--- config.mk ---
export PLATFORM = sky130hd
export DESIGN_NAME = blk_tag_codec
export DESIGN_NICKNAME = d
export VERILOG_FILES = /design/src/rtl/sat_pkg.sv /design/src/rtl/sat_status_vote.sv /design/src/rtl/sat_tag_decoder.sv /design/src/rtl/sat_tag_encoder.sv /design/src/rtl/blk_tag_codec.sv
export SDC_FILE = /design/constraint.sdc
export NUM_CORES = 1
export LEC_CHECK = 0
export ABC_AREA = 0
export BUFFER_PORTS_ARGS = -buffer_cell sky130_fd_sc_hd__buf_2
export CAP_MARGIN = 40
export CORE_MARGIN = 3
export CORE_UTILIZATION = 50
export DETAILED_ROUTE_END_ITERATION = 10
export PLACE_DENSITY = 0.77
export SETUP_SLACK_MARGIN = 0.3
export SKIP_LAST_GASP = 1
export SYNTH_ARGS = -nofsm -noshare
export SYNTH_HDL_FRONTEND = slang
export SYNTH_HIERARCHICAL = 1
export SYNTH_SLANG_ARGS = --single-unit
--- constraint.sdc ---
create_clock -name clk -period 3.52 [get_ports clk]
set_input_delay 0.176 -clock clk [delete_from_list [all_inputs] [get_ports clk]]
set_output_delay 0.176 -clock clk [all_outputs]
set_load 0.01 [all_outputs]
--- src/rtl/sat_pkg.sv ---
package sat_pkg;
   localparam int TAG_COPIES = 3;
   localparam int TAG_BASE   = 8;
   localparam int LOGNO_W    = 10;
   localparam logic [15:0] TAG_MARK  = 16'h1000;
   localparam logic [15:0] TAG_EMPTY = 16'hFFFF;

   typedef enum logic [1:0] {
      HLTH_OK      = 2'd0,
      HLTH_WORN    = 2'd1,
      HLTH_FACTORY = 2'd2
   } health_e;
endpackage

--- src/rtl/sat_status_vote.sv ---
module sat_status_vote #(
   parameter int GOOD_MIN = 7
) (
   input  logic [7:0] byte_in,
   output logic       good
);
   if (GOOD_MIN < 1 || GOOD_MIN > 8) begin : g_bad_min
      $error("sat_status_vote: GOOD_MIN must be 1..8");
   end

   logic [3:0] ones;

   always_comb begin
      ones = 4'd0;
      for (int b = 0; b < 8; b++) begin
         ones = ones + {3'd0, byte_in[b]};
      end
   end

   assign good = (ones >= 4'(GOOD_MIN));
endmodule

--- src/rtl/sat_tag_decoder.sv ---
module sat_tag_decoder
   import sat_pkg::*;
#(
   parameter int OOB_BYTES = 16,
   parameter int FBAD_POS  = 5,
   parameter int RBAD_POS  = 4,
   parameter int GOOD_MIN  = 7,
   localparam int IDX_W    = $clog2(OOB_BYTES)
) (
   input  logic               clk,
   input  logic               rst_n,
   input  logic               start,
   input  logic               valid,
   input  logic [IDX_W-1:0]   idx,
   input  logic [7:0]         data,
   input  logic               last,
   output logic               busy,
   output logic               done,
   output logic [1:0]         health,
   output logic               invalid,
   output logic               unassigned,
   output logic [LOGNO_W-1:0] logno
);
   localparam int TAG_BYTES = 2 * TAG_COPIES;

   // capture state
   logic [7:0] tag_q [TAG_BYTES];
   logic [7:0] fb_q;
   logic [7:0] rb_q;
   logic       busy_q;
   logic       pend_q;

   always_ff @(posedge clk or negedge rst_n) begin
      if (!rst_n) begin
         for (int i = 0; i < TAG_BYTES; i++) tag_q[i] <= 8'hFF;
         fb_q   <= 8'hFF;
         rb_q   <= 8'hFF;
         busy_q <= 1'b0;
         pend_q <= 1'b0;
      end else begin
         pend_q <= 1'b0;
         if (start) begin
            for (int i = 0; i < TAG_BYTES; i++) tag_q[i] <= 8'hFF;
            fb_q   <= 8'hFF;
            rb_q   <= 8'hFF;
            busy_q <= 1'b1;
         end else if (busy_q && valid) begin
            for (int i = 0; i < TAG_BYTES; i++) begin
               if (idx == IDX_W'(TAG_BASE + i)) tag_q[i] <= data;
            end
            if (idx == IDX_W'(FBAD_POS)) fb_q <= data;
            if (idx == IDX_W'(RBAD_POS)) rb_q <= data;
            if (last) begin
               busy_q <= 1'b0;
               pend_q <= 1'b1;
            end
         end
      end
   end

   // copy assembly and pairwise agreement
   logic [15:0]           copy_w [TAG_COPIES];
   logic [TAG_COPIES-1:0] agree;

   for (genvar g = 0; g < TAG_COPIES; g++) begin : g_copy
      assign copy_w[g] = {tag_q[2*g+1], tag_q[2*g]};
      assign agree[g]  = (copy_w[g] == copy_w[(g + 1) % TAG_COPIES]);
   end

   logic [15:0] pick_w;
   logic        found;

   always_comb begin
      found  = 1'b0;
      pick_w = TAG_EMPTY;
      for (int g = 0; g < TAG_COPIES; g++) begin
         if (!found && agree[g]) begin
            found  = 1'b1;
            pick_w = copy_w[g];
         end
      end
   end

   logic               inv_c;
   logic               una_c;
   logic [LOGNO_W-1:0] logno_c;

   assign inv_c   = !found || (^pick_w);
   assign una_c   = !inv_c && (pick_w == TAG_EMPTY);
   assign logno_c = (inv_c || una_c) ? '0 : pick_w[LOGNO_W:1];

   // health votes
   logic [7:0] vote_in [2];
   logic [1:0] vote_good;

   assign vote_in[0] = fb_q;
   assign vote_in[1] = rb_q;

   for (genvar v = 0; v < 2; v++) begin : g_vote
      sat_status_vote #(.GOOD_MIN(GOOD_MIN)) u_vote (
         .byte_in (vote_in[v]),
         .good    (vote_good[v])
      );
   end

   health_e health_c;

   always_comb begin
      if (!vote_good[0])      health_c = HLTH_FACTORY;
      else if (!vote_good[1]) health_c = HLTH_WORN;
      else                    health_c = HLTH_OK;
   end

   // result register
   logic [1:0]         health_q;
   logic               inv_q;
   logic               una_q;
   logic [LOGNO_W-1:0] logno_q;
   logic               done_q;

   always_ff @(posedge clk or negedge rst_n) begin
      if (!rst_n) begin
         health_q <= 2'd0;
         inv_q    <= 1'b0;
         una_q    <= 1'b0;
         logno_q  <= '0;
         done_q   <= 1'b0;
      end else begin
         done_q <= pend_q;
         if (pend_q) begin
            health_q <= health_c;
            inv_q    <= inv_c;
            una_q    <= una_c;
            logno_q  <= logno_c;
         end
      end
   end

   assign busy       = busy_q;
   assign done       = done_q;
   assign health     = health_q;
   assign invalid    = inv_q;
   assign unassigned = una_q;
   assign logno      = logno_q;

   AST_DONE_TIMING: assert property (@(posedge clk) disable iff (!rst_n)
      (busy_q && valid && last && !start) |=> ##1 done_q);
   AST_DONE_PULSE: assert property (@(posedge clk) disable iff (!rst_n)
      done_q |=> !done_q);
   AST_RESULT_HOLD: assert property (@(posedge clk) disable iff (!rst_n)
      !pend_q |=> $stable({health_q, inv_q, una_q, logno_q}));
   AST_IDLE_NO_DONE: assert property (@(posedge clk) disable iff (!rst_n)
      (!busy_q && !pend_q) |=> !done_q);
   AST_INVALID_CLEAN: assert property (@(posedge clk) disable iff (!rst_n)
      inv_q |-> (logno_q == '0 && !una_q));
   AST_UNASSIGNED_ZERO: assert property (@(posedge clk) disable iff (!rst_n)
      una_q |-> (logno_q == '0));
   AST_STATUS_LEGAL: assert property (@(posedge clk) disable iff (!rst_n)
      health_q != 2'd3);
endmodule

--- src/rtl/sat_tag_encoder.sv ---
module sat_tag_encoder
   import sat_pkg::*;
#(
   parameter int OOB_BYTES = 16,
   parameter int FBAD_POS  = 5,
   parameter int RBAD_POS  = 4
) (
   input  logic [1:0]             health,
   input  logic [LOGNO_W-1:0]     logno,
   output logic [OOB_BYTES*8-1:0] image
);
   logic [15:0] word;

   always_comb begin
      word    = TAG_MARK | {5'd0, logno, 1'b0};
      word[0] = ^word[15:1];
   end

   always_comb begin
      image = '1;
      for (int k = 0; k < TAG_COPIES; k++) begin
         image[(TAG_BASE + 2*k) * 8 +: 8]     = word[7:0];
         image[(TAG_BASE + 2*k + 1) * 8 +: 8] = word[15:8];
      end
      case (health)
         HLTH_WORN: begin
            image[FBAD_POS*8 +: 8] = 8'hFF;
            image[RBAD_POS*8 +: 8] = 8'h00;
         end
         HLTH_FACTORY: begin
            image[FBAD_POS*8 +: 8] = 8'h00;
            image[RBAD_POS*8 +: 8] = 8'h00;
         end
         default: begin
            image[FBAD_POS*8 +: 8] = 8'hFF;
            image[RBAD_POS*8 +: 8] = 8'hFF;
         end
      endcase
   end

   always_comb begin
      AST_ENC_FACTORY_BOTH: assert (!(image[FBAD_POS*8 +: 8] == 8'h00 &&
                                      image[RBAD_POS*8 +: 8] != 8'h00));
      AST_ENC_COPIES_EQUAL: assert (image[TAG_BASE*8 +: 16] ==
                                    image[(TAG_BASE+4)*8 +: 16]);
   end
endmodule

--- src/rtl/blk_tag_codec.sv ---
module blk_tag_codec
   import sat_pkg::*;
#(
   parameter int OOB_BYTES = 16,
   parameter int FBAD_POS  = 5,
   parameter int RBAD_POS  = 4,
   parameter int GOOD_MIN  = 7,
   localparam int IDX_W    = $clog2(OOB_BYTES)
) (
   input  logic                   clk,
   input  logic                   rst_n,
   input  logic                   dec_start,
   input  logic                   dec_valid,
   input  logic [IDX_W-1:0]       dec_idx,
   input  logic [7:0]             dec_data,
   input  logic                   dec_last,
   output logic                   dec_busy,
   output logic                   dec_done,
   output logic [1:0]             dec_health,
   output logic                   dec_invalid,
   output logic                   dec_unassigned,
   output logic [LOGNO_W-1:0]     dec_logno,
   input  logic [1:0]             enc_health,
   input  logic [LOGNO_W-1:0]     enc_logno,
   output logic [OOB_BYTES*8-1:0] enc_image
);
   localparam int TAG_END = TAG_BASE + 2 * TAG_COPIES;

   if (OOB_BYTES < TAG_END) begin : g_bad_size
      $error("blk_tag_codec: spare area too small for the tag copies");
   end
   if (FBAD_POS == RBAD_POS) begin : g_bad_same
      $error("blk_tag_codec: health byte positions must differ");
   end
   for (genvar p = 0; p < 2; p++) begin : g_pos_chk
      localparam int POS = (p == 0) ? FBAD_POS : RBAD_POS;
      if (POS < 0 || POS >= OOB_BYTES || POS <= 3 || POS == 6 || POS == 7 ||
          (POS >= TAG_BASE && POS < TAG_END)) begin : g_bad_pos
         $error("blk_tag_codec: health byte position collides or is out of range");
      end
   end

   sat_tag_decoder #(
      .OOB_BYTES (OOB_BYTES),
      .FBAD_POS  (FBAD_POS),
      .RBAD_POS  (RBAD_POS),
      .GOOD_MIN  (GOOD_MIN)
   ) u_dec (
      .clk        (clk),
      .rst_n      (rst_n),
      .start      (dec_start),
      .valid      (dec_valid),
      .idx        (dec_idx),
      .data       (dec_data),
      .last       (dec_last),
      .busy       (dec_busy),
      .done       (dec_done),
      .health     (dec_health),
      .invalid    (dec_invalid),
      .unassigned (dec_unassigned),
      .logno      (dec_logno)
   );

   sat_tag_encoder #(
      .OOB_BYTES (OOB_BYTES),
      .FBAD_POS  (FBAD_POS),
      .RBAD_POS  (RBAD_POS)
   ) u_enc (
      .health (enc_health),
      .logno  (enc_logno),
      .image  (enc_image)
   );
endmodule

Yosys cells after proc, flatten, opt, wreduce, memory -nomap -nowiden:

Index checks and enable logic that the tools add are counted.

* bits in registers: 81
* output and inout port bits: 144

* add/sub/neg operators: 14
* order comparisons: 2
* equality and inequality tests: 14
* muxes and demuxes: 30
* reduce and logical (&&, ||, !) cells: 31

Operators with widths (count)
* $mux W48: 2
* $mux W8: 12
* $eq A16 B16 Y1: 3
* $mux W16: 3
* $add A4 B1 Y4: 8
* $pmux W16 S2: 1
* $eq A4 B4 Y1 const B: 6
* $reduce_bool A2 Y1: 10
* $reduce_and A2 Y1: 9
* $eq A16 B16 Y1 const B: 1
* $reduce_xor A16 Y1: 1
* $reduce_xor A15 Y1: 1
* $mux W1: 10
* $mux W10: 1
* $add A3 B1 Y4: 2
* $eq A4 B3 Y1 const B: 2
* $ge A4 B3 Y1 const B: 2
* $add A2 B1 Y3: 2
* $add A1 B1 Y2: 2
* $logic_and A1 B1 Y1: 4
* $logic_not A1 Y1: 4
* $eq A2 B1 Y1 const B: 1
* $eq A2 B2 Y1 const B: 1
* $logic_or A1 B1 Y1: 2
* $mux W2: 1

Logic depth before layout (Yosys ltp):

Gate-level depths: netlist of the first run.

* depth after elaboration: 14
* depth in mapped cells: 14
* mapped depth without buffers: 13

Cells and area by module:

Netlist of the first run, hierarchy kept.

Modules (own cells, without submodules)
* sat_tag_decoder: instances 1, cells an instance 475, area each 4840.9 µm²
* sat_tag_encoder: instances 1, cells an instance 138, area each 1049.8 µm²
* sat_status_vote: instances 2, cells an instance 22, area each 185.2 µm²

Worst setup path after synthesis of the first run:

Ideal clock, no wire load.

* path type: register -> register
* from: register u_dec.fb_q[2]
* to: register u_dec.health_q[0] (netlist: u_dec/health[0])
* setup time: 0.144 ns
* data arrival time: 3.077 ns
* required time: 3.376 ns
* setup slack: 0.300 ns
* cell stages (with the launch flop): 11
* buffers on the path: 0
* cell sequence: dfstp_2 > inv_1 > fa_1 > fa_1 > fa_1 > fa_1 > nor2_1 > a221o_1 > a22o_1 > nand3b_1 > o21ai_0

* word-level cells in the longest chain between the ends: 8

RTL lines
* start: declaration: line sat_tag_decoder.sv:28 `logic [7:0] fb_q;`
* start signal: assignment: line sat_tag_decoder.sv:51 `if (idx == IDX_W'(FBAD_POS)) fb_q <= data;`
* $add A2 B1 Y3: line sat_status_vote.sv:16 `ones = ones + {3'd0, byte_in[b]};`
* $add A3 B1 Y4: line sat_status_vote.sv:16
* $add A4 B1 Y4 (4 in a row): line sat_status_vote.sv:16
* $ge A4 B3 Y1: line sat_status_vote.sv:20 `assign good = (ones >= 4'(GOOD_MIN));`
* via u_dec.vote_good[0]: line sat_tag_decoder.sv:94 `logic [1:0] vote_good;`
* $mux W2: line sat_tag_decoder.sv:109 `if (!vote_good[0]) health_c = HLTH_FACTORY;`
* end signal: assignment: line sat_tag_decoder.sv:131 `health_q <= health_c;`
* end: declaration: line sat_tag_decoder.sv:115 `logic [1:0] health_q;`

The timed path passes the listed nets, and every way through them passes these cells.
A chain may end at the register's enable or synchronous reset.

Worst setup path after layout of the first run:

* from: register u_dec.tag_q (netlist bit u_dec/copy_w[6])
* to: register u_dec.logno_q[2] (netlist: u_dec/logno[2])

* word-level cells in the longest chain between the ends: 12

RTL lines
* start: declaration: line sat_tag_decoder.sv:27 `logic [7:0] tag_q [TAG_BYTES];`
* start signal: indexed assignment: line sat_tag_decoder.sv:49 `if (idx == IDX_W'(TAG_BASE + i)) tag_q[i] <= data;`
* $eq A16 B16 Y1: line sat_tag_decoder.sv:67 `assign agree[g] = (copy_w[g] == copy_w[(g + 1) % TAG_COPIES]);`
* $logic_and A1 B1 Y1: line sat_tag_decoder.sv:77 `if (!found && agree[g]) begin`
* $mux W1: line sat_tag_decoder.sv:77
* $logic_not A1 Y1: line sat_tag_decoder.sv:77
* $logic_and A1 B1 Y1: line sat_tag_decoder.sv:77
* $mux W16 / $mux W1 (equally long branches): line sat_tag_decoder.sv:77
* $reduce_xor A16 Y1 / $logic_not A1 Y1 (equally long branches): line sat_tag_decoder.sv:88 `assign inv_c = !found || (^pick_w);`
* $logic_or A1 B1 Y1: line sat_tag_decoder.sv:88
* $logic_not A1 Y1: line sat_tag_decoder.sv:89 `assign una_c = !inv_c && (pick_w == TAG_EMPTY);`
* $logic_and A1 B1 Y1: line sat_tag_decoder.sv:89
* $logic_or A1 B1 Y1: line sat_tag_decoder.sv:90 `assign logno_c = (inv_c || una_c) ? '0 : pick_w[LOGNO_W:1];`
* $mux W10 (*): line sat_tag_decoder.sv:90
* end signal: assignment: line sat_tag_decoder.sv:134 `logno_q <= logno_c;`
* end: declaration: line sat_tag_decoder.sv:118 `logic [LOGNO_W-1:0] logno_q;`

Every way passes the cells marked *; elsewhere a longest branch is shown, timed or not.

==> results of run 1 <==
[through the flow]
| stage | setup TNS [ns] | instances | power, uW | hold slack, ns | cell area, um^2 |
|---|---|---|---|---|---|
| final | -0.0236 | 909 | 3920 | 0.111 | 7320 |
| after detailed placement | 0 | 852 | 2280 | 0.0521 | 6270 |
| after global routing | -0.525 | 909 | 4080 | 0.121 | 7320 |
| after global placement | 0 | 847 | 2230 | 0.391 | 6200 |
| after floorplan | 0 | 734 | 2070 | -0.120 | 6550 |
| after CTS | 0 | 893 | 3530 | 0.108 | 6960 |
[registers in the layout, summed over array words and instances, names as in the netlist]
register          cells
u_dec/rb_q            8
u_dec/invalid         1
u_dec/done            1
u_dec/logno          10
u_dec/pend_q          1
u_dec/health          2
u_dec/copy_w         48
u_dec/busy            1
u_dec/unassigned      1
u_dec/fb_q            8
[timing repair]
item	CTS	global route
endpoints found under the hold margin	12	0
buffers inserted	21	15
hold buffers	1	0
setup endpoints to repair	13	14
pin swaps	22	32
cloned	3	1
resized for setup	23	32
[Yosys cell counts (2+ instances only)]
master                     instances
sky130_fd_sc_hd__buf_4           125
sky130_fd_sc_hd__nand3_1           2
sky130_fd_sc_hd__inv_1            65
sky130_fd_sc_hd__dfstp_2          64
sky130_fd_sc_hd__a211o_1          48
sky130_fd_sc_hd__fa_1              8
sky130_fd_sc_hd__buf_6             4
sky130_fd_sc_hd__nor4_4            3
sky130_fd_sc_hd__nor2_1           24
sky130_fd_sc_hd__ha_1             15
sky130_fd_sc_hd__nand3b_1         27
sky130_fd_sc_hd__nor4_2            4
sky130_fd_sc_hd__o22ai_1           6
sky130_fd_sc_hd__a22o_1            2
sky130_fd_sc_hd__xnor2_1          45
sky130_fd_sc_hd__a21boi_2         10
sky130_fd_sc_hd__dfrtp_1          17
sky130_fd_sc_hd__nor2b_1          33
sky130_fd_sc_hd__clkbuf_1          9
sky130_fd_sc_hd__a21oi_2           7
sky130_fd_sc_hd__xor2_1           17
sky130_fd_sc_hd__nand2_1          52
sky130_fd_sc_hd__nand4_1          11
sky130_fd_sc_hd__nor3_2            2
sky130_fd_sc_hd__clkbuf_2          8
sky130_fd_sc_hd__a221o_1           2
sky130_fd_sc_hd__o21ai_1           6
sky130_fd_sc_hd__a21oi_1           3
sky130_fd_sc_hd__conb_1            2
sky130_fd_sc_hd__o22ai_2          10
sky130_fd_sc_hd__buf_2             9
[where the power goes]
group	internal [uW]	switching, uW	total [uW]
clock network	625	399	1020
registers	1020	50.7	1070
logic	906	923	1830
total	2550	1370	3920
[worst max-delay path: stages, from the launching register on]
cell and delay (ns):
sky130_fd_sc_hd__dfstp_2 0.60, sky130_fd_sc_hd__buf_6 0.13, sky130_fd_sc_hd__xnor2_2 0.10, sky130_fd_sc_hd__nand4_1 0.22, sky130_fd_sc_hd__nor4_4 0.36, sky130_fd_sc_hd__buf_4 0.23
sky130_fd_sc_hd__nand3b_1 0.13, sky130_fd_sc_hd__a21boi_2 0.16, sky130_fd_sc_hd__inv_1 0.09, sky130_fd_sc_hd__ha_4 0.21, sky130_fd_sc_hd__xnor2_1 0.28, sky130_fd_sc_hd__xnor2_2 0.17
sky130_fd_sc_hd__xnor2_2 0.15, sky130_fd_sc_hd__o311ai_2 0.18, sky130_fd_sc_hd__o21bai_4 0.27, sky130_fd_sc_hd__o22ai_2 0.15
[final timing paths]
check / startpoint / cells past startpoint / end / slack, ns
min in group asynchronous: rst_n / 2 / u_dec/done$_DFF_PN0_ / 0.23
max reg2reg: u_dec/copy_w[6]$_DFFE_PN1P_ / 15 / u_dec/logno[2]$_DFFE_PN0P_ / -0.02
min: dec_last / 2 / u_dec/pend_q$_DFF_PN0_ / 0.11
max in group asynchronous: rst_n / 3 / u_dec/copy_w[22]$_DFFE_PN1P_ / 2.64
min reg2reg: u_dec/invalid$_DFFE_PN0P_ / 1 / u_dec/invalid$_DFFE_PN0P_ / 0.47
max: u_dec/copy_w[6]$_DFFE_PN1P_ / 15 / u_dec/logno[2]$_DFFE_PN0P_ / -0.02
[area by class of cell]
cell class / instances / area [um^2] / area share [%]
clock buffers: 10 / 229 / 3.13
clock inverters: 6 / 91.3 / 1.25
inverters: 66 / 248 / 3.39
multi-input cells: 433 / 3440 / 47.0
flip-flops and latches: 81 / 2110 / 28.8
well taps: 168 / 210 / 2.87
repair buffers: 145 / 991 / 13.5
[metal layers]
metal / share of wire (%) / vias to the layer above / wire length [um] / GRT usage (%)
li1: - / 2119 / - / -
met1: 40 / 2405 / 6560 / 27.0
met2: 49 / 266 / 8110 / 35.3
met3: 8.0 / 41 / 1310 / 5.48
met4: 2.7 / 0 / 436 / 7.25
met5: 0 / - / 0 / 0
[kinds of logic (layout without fill, tap and decap cells)]
| kind of cell | count (synthesis) | count (layout) |
|---|---|---|
| muxes | 1 | 1 |
| DFF | 81 | 81 |
| other | 2 | 79 |
| AOI/OAI and AO/OA | 99 | 100 |
| xor gates and xnor gates | 63 | 63 |
| and+or+nand+nor | 166 | 167 |
| adders and majority gates | 23 | 23 |
| buffers and inverters | 222 | 227 |
==> results.txt, run 1 <==
The critical path is of the reg2reg type. Maximum ir drop on the vdd rail: 0.257 mV. For this run, the leading register cell type out of synthesis is sky130_fd_sc_hd__dfstp_2. Total clock buffers created by CTS: 9. The run finished, with violations left. The relative slew slack is 42.6%. The number of nets in the finished design came out at 788. The tools report the Yosys warning count as 6. The residual antenna-violating net count after detailed routing is 0, and the clock insertion delay at the later pin of the skew report is 0.35 ns.

The worst setup margin was -0.0236 ns. Detailed placement finished with a half-perimeter wire length of 10500 um. The fill cell instance count of the final layout was 950. The final layout contains routed wiring with a total length of 16400 um.

The final critical-path required period is 3.54 ns, and the number of global-route vias before repair is 4429. For this run, asynchronously set or reset flops after synthesis account for 100%. Summing the areas of all compound-gate instances in the mapped netlist gives 14.3% of the synthesized area. The worst path uses 101% of the clock period.

The cell count after synthesis is 657. The post-synthesis sequential element count was 81; the count of input and output buffers was 93. By area the synthesized netlist is led by sky130_fd_sc_hd__dfstp_2 (27%), sky130_fd_sc_hd__buf_4 (15%), sky130_fd_sc_hd__dfrtp_1 (6.8%).

The tools report the clock root buffer master as sky130_fd_sc_hd__clkbuf_16. The library cells used most frequently in the layout, excluding fill and tap cells, are sky130_fd_sc_hd__buf_2 (92), sky130_fd_sc_hd__conb_1 (79), sky130_fd_sc_hd__dfstp_2 (64). For the number of pins with negative max-slew slack in the final report, the log shows 0. The synthesized design contains 0 enable-type register cells.

The first global-routing pass estimated 23900 um of wire. The fraction of layout cells with a size suffix above 1 works out to 41.0%. The total routing resource utilization after global routing was 21.3%; the top-area cell type share of the netlist area was 26.9%. The congestion estimate from routability-driven global placement came to 0.977. By area, the combinational part of the netlist is dominated by buffers and inverters. The detailed router finished its first iteration with 320 violations. After detailed routing, the number of vias per cell comes to 5.31. TritonCTS built the clock tree. The run gives 282 MHz as the maximum clock rate. The most frequent standard cell in the layout excluding fill and tap cells is sky130_fd_sc_hd__buf_2. STA puts the critical path data required time at 3.78 ns.

The tools report the minimum setup slack after placement as 0.0786 ns. The antenna diode count came out at 0. In this run the static leakage power is 0.00338 uW.

After synthesis the cells add up to 6260 um^2. The tool flagged a number of max-cap violations equal to 0. Setup repair after global routing could not meet its margin everywhere. For this configuration, the core starts out at a cell density of 51.7%. The tools report the number of primary I/O pins as 173. The die height is 118 um, and the mux cell area share after synthesis is 0.160%. Core outline area: 12100 um^2. The die covers 13900 um^2. Of the total synthesized cell area, the portion taken by AND, OR, NAND and NOR gates is 15.5%. The share of synthesized cell area in full adder, half adder and majority cells was 5.56%. On the final layout, the worst clock skew is 0.00890 ns.

The count of TritonRoute iterations in the first routing pass is 5. The tools report the post-synthesis sequential area ratio as 33.7%. The top cell type by total area after synthesis was sky130_fd_sc_hd__dfstp_2.

The final core area utilization is 60.4%. At the pin with the least slew margin, the transition time is 0.854 ns. After Yosys synthesis, XOR and XNOR cells account for 9.03% of the synthesized area.

The count of distinct cell types in the synthesized netlist was 48; the overflow left after global routing was 0. Each instance of the synthesized netlist takes up on average 9.53 um^2. The arrival time at the worst endpoint is 3.80 ns, and the floorplan die width is 118 um.

The final reports fail on negative setup slack. In this run the worst path has a maximum fanout of 7. In this run the core area contains 40 standard-cell rows. The clock passes through at most 2 buffers. STA classifies the critical path startpoint as a flop.

The routed layout has 4831 vias. For the initial antenna violation count, the log shows 0. The area added between synthesis and finish came out at 16.8%. The clock-pin slew on the worst setup and hold paths came out at 0.06 ns. The power per cell area is 536 nW/um^2, and the count of endpoints failing hold in the final timing report is 0. The clock drives 81 sinks. The min-delay analysis places its worst path in the category in2reg. STA classifies the critical path endpoint as a flop. The run gives 3 as the level count of the clock H-tree. After detailed routing, the number of remaining DRC violations is 0. The number of setup violations in the final report is 1, and the per-cell routed wire length is 18.1 um. Entering global routing, the biggest net connects 70 pins.
Power figures use the tool's default switching activity.
==> inputs of run 2 (changes only) <==
BUFFER_PORTS_ARGS = unset   (was -buffer_cell sky130_fd_sc_hd__buf_2)
DONT_BUFFER_PORTS = 1   (was unset)
PLACE_DENSITY = unset   (was 0.77)
RECOVER_POWER = 100   (was unset)
==> run 2 against run 1 <==
Net effect:
- the run ends with max-capacitance violations, max-slew violations left
- sequential power about the same
- highest routed layer unchanged
- maximum frequency up 5.0%
- utilization down 6.0 points
- die area unchanged
- final area down 9.9%
- register-to-register slack better by 0.17 ns
==> results.txt, run 2 (synthesis results as in run 1) <==
The number of buffer and inverter instances along the worst setup path works out to 2 (-1). Relative slew slack: -31.5% (-74 points). The clock root buffer master is sky130_fd_sc_hd__clkbuf_16. Power per cell area: 523 nW/um^2 (-2.4%). Count of unresolved DRC violations after routing: 0 (unchanged).

The library cell used most frequently in the layout, excluding fill and tap cells, is sky130_fd_sc_hd__conb_1. Largest stage delay on the critical path: 0.60 ns (about the same). For the maximum ir drop on the vdd rail, the log shows 0.220 mV (-14%).

The area added between synthesis and finish was 5.34%; the overflow left after global routing was 0 (unchanged). The run gives 12100 um^2 (unchanged) as the core outline area. In the layout the commonest cells are sky130_fd_sc_hd__conb_1 (79), sky130_fd_sc_hd__dfstp_2 (64), sky130_fd_sc_hd__inv_1 (62). The logs give 0 ns (+0.0236 ns) for the summed negative setup slack over all endpoints and 0 (unchanged) for the residual antenna-violating net count after detailed routing. The global placer's final weighted congestion came out at 0.963 (-1.5%). The wire length of the first global-routing pass came out at 22400 um (-6.0%).

The final HPWL from detailed placement is 9600 um (-8.8%). Setup repair after global routing could not meet its margin everywhere. The number of nets in the finished design is 685 (-13%), and the flip-flop count of the largest register, all copies and words added is 48 (unchanged). For the number of design-rule violations left by the first detailed-router iteration, the log shows 282 (-12%).

The clock-pin slew on the worst setup and hold paths is 0.06 ns (about the same). Number of primary I/O pins: 173 (unchanged). The tools report the sink count of the clock tree as 81 (unchanged). The die area came out at 13900 um^2 (unchanged). The tools report the count of endpoints failing hold in the final timing report as 0 (unchanged). The final clock period utilization by the worst path is 95.9% (-4.8 points). The data required time of the critical path is 3.78 ns (about the same). The checks that failed: max-capacitance violations, max-slew violations. For the maximum clock rate, the log shows 296 MHz (+5.0%). The fill cell instance count of the final layout is 1106 (+16%). The run finished, with violations left.

The total of max-cap violations was 2 (+2); the total clock buffers created by CTS was 9 (unchanged). The total number of placement rows is 40 (unchanged). The initial antenna violation count was 0 (unchanged).

The final setup skew was 0.00640 ns (-0.00250 ns); the standby leakage power was 0.00291 uW (-14%). The count of input and output buffers was 0 (-100%); the starting density of the core was 51.7% (unchanged). The number of setup violations in the final report is 0 (-1). The level count of the clock H-tree was 3 (unchanged).

The vias per cell is 5.13 (-3.4%). The routed wire length is 14100 um (-14%), and the actual slew at the worst max-slew pin is 1.97 ns (+1.12 ns). The antenna diode count is 0 (unchanged). The signal on the critical path passes through xnor2_2 -> nand4_1 -> nor4_2 -> buf_6 -> nand3b_1 -> a21boi_2 -> inv_2 -> ha_4 -> xnor2_4 -> xnor2_2 -> xnor2_1 -> o311ai_2 -> o21bai_4 -> o22ai_2. TritonCTS built the clock tree. The tools report the arrival time at the worst endpoint as 3.64 ns (-0.16 ns). The path type of the worst setup path was reg2reg. The slowest stage of the critical path is the sky130_fd_sc_hd__dfstp_2 cell.

The number of global-route vias before repair was 4115 (-7.1%). The total via count in the routed design was 4136 (-14%); the maximum fanout count along the critical path was 8 (+1). The final critical-path required period works out to 3.37 ns (-0.169 ns). The most common cell type on the critical path was sky130_fd_sc_hd__xnor2_2. Die height: 118 um (unchanged). Number of pins with negative max-slew slack in the final report: 99 (+99). The cell type group with the largest total delay on the critical path is compound AO/OA/AOI/OAI gates. The per-cell routed wire length works out to 17.5 um (-2.9%). The tools report the count of TritonRoute iterations in the first routing pass as 5 (unchanged). The clock insertion delay at the later pin of the skew report came out at 0.35 ns (about the same). Summed area of non-filler cells in the final layout: 6600 um^2 (-9.9%). Floorplan die width: 118 um (unchanged). For the maximum clock path buffer count, the log shows 2 (unchanged). STA classifies the critical path startpoint as a flop.

The tools report the pin count of the biggest net entering global routing as 82 (+17%). The total routing resource utilization after global routing is 20.5% (-0.81 points). The class of the most critical hold timing path is in2reg. The area of placed instances was 5760 um^2 (-8.2%). STA classifies the critical path endpoint as a flop. The fraction of layout cells with a size suffix above 1 is 27.4% (-14 points).
==> run 2: cell count changes in the layout (fill, tap and decap cells not counted), sizes merged <==
| cell | change |
|---|---|
| bufbuf | +1 |
| clkinvlp | +1 |
| inv | -1 |
| buf | -116 |
| bufinv | -2 |
| clkinv | -2 |
| dlygate4sd3 | +9 |
| clkbuf | +7 |
==> run 2: report_power, final <==
group | total [uW] | internal, uW | switching (uW)
clock | 895 | 535 | 361
sequential | 1100 | 1020 | 84.7
combinational | 1450 | 732 | 719
total | 3450 | 2290 | 1160
==> run 2: layout make-up <==
type                            instances  area (um^2)  share of cell area (%)
Multi-Input combinational cell        433         3360                    50.9
Sequential cell                        81         2110                    31.9
Timing Repair Buffer                   42          388                    5.88
Clock buffer                           14          274                    4.15
Inverter                               66          248                    3.76
Tap cell                              168          210                    3.19
Clock inverter                          2         12.5                   0.190
==> run 2: repair_timing <==
item,in CTS,in global routing
hold buffers,12,0
endpoints found under the setup margin,13,14
buffers inserted,11,7
gates cloned,3,0
pin swaps,17,21
resized for setup,11,29
hold endpoints to repair,147,0
==> run 2: layer usage <==
layer | vias up | part of all wire (%) | track usage [%]
met4 | 0 | 0.80 | 4.18
li1 | 1915 | - | -
met3 | 15 | 6.5 | 6.15
met1 | 2045 | 47 | 28.8
met2 | 161 | 46 | 31.3
met5 | - | 0 | 0
==> run 2: worst paths after layout <==
check | slack [ns] | cells past startpoint | start | endpoint
worst max-delay path | 0.15 | 14 | u_dec/copy_w[36]$_DFFE_PN1P_ | u_dec/logno[0]$_DFFE_PN0P_
worst min-delay path | 0.06 | 3 | dec_data[7] | u_dec/rb_q[7]$_DFFE_PN1P_
worst max register to register | 0.15 | 14 | u_dec/copy_w[36]$_DFFE_PN1P_ | u_dec/logno[0]$_DFFE_PN0P_
worst min register to register | 0.51 | 2 | u_dec/copy_w[31]$_DFFE_PN1P_ | u_dec/copy_w[31]$_DFFE_PN1P_
max in group asynchronous | 1.43 | 2 | rst_n | u_dec/logno[3]$_DFFE_PN0P_
min in group asynchronous | 0.94 | 2 | rst_n | u_dec/pend_q$_DFF_PN0_
==> run 2: metrics by stage <==
| step | hold slack, ns | cells | setup WS, ns | util, % | total power, uW |
|---|---|---|---|---|---|
| 6_report | 0.0630 | 806 | 0.146 | 54.5 | 3450 |
| 3_5_place_dp | -0.113 | 757 | 0.115 | 47.6 | 2080 |
| 3_3_place_gp | -0.114 | 755 | 0.165 | 47.4 | 2070 |
| 5_1_grt | 0.0684 | 806 | -0.0279 | 54.5 | 3640 |
| 4_1_cts | 0.0241 | 799 | 0.171 | 52.9 | 3190 |
| 2_1_floorplan | -0.120 | 734 | 0.314 | - | 2070 |
==> run 2: worst reg2reg max path: stages (launching register included) <==
cell                       delay (ns)
sky130_fd_sc_hd__dfstp_2         0.60
sky130_fd_sc_hd__xnor2_2         0.15
sky130_fd_sc_hd__nand4_1         0.14
sky130_fd_sc_hd__nor4_2          0.45
sky130_fd_sc_hd__buf_6           0.20
sky130_fd_sc_hd__nand3b_1        0.10
sky130_fd_sc_hd__a21boi_2        0.25
sky130_fd_sc_hd__inv_2           0.08
sky130_fd_sc_hd__ha_4            0.26
sky130_fd_sc_hd__xnor2_4         0.18
sky130_fd_sc_hd__xnor2_2         0.14
sky130_fd_sc_hd__xnor2_1         0.15
sky130_fd_sc_hd__o311ai_2        0.18
sky130_fd_sc_hd__o21bai_4        0.27
sky130_fd_sc_hd__o22ai_2         0.12
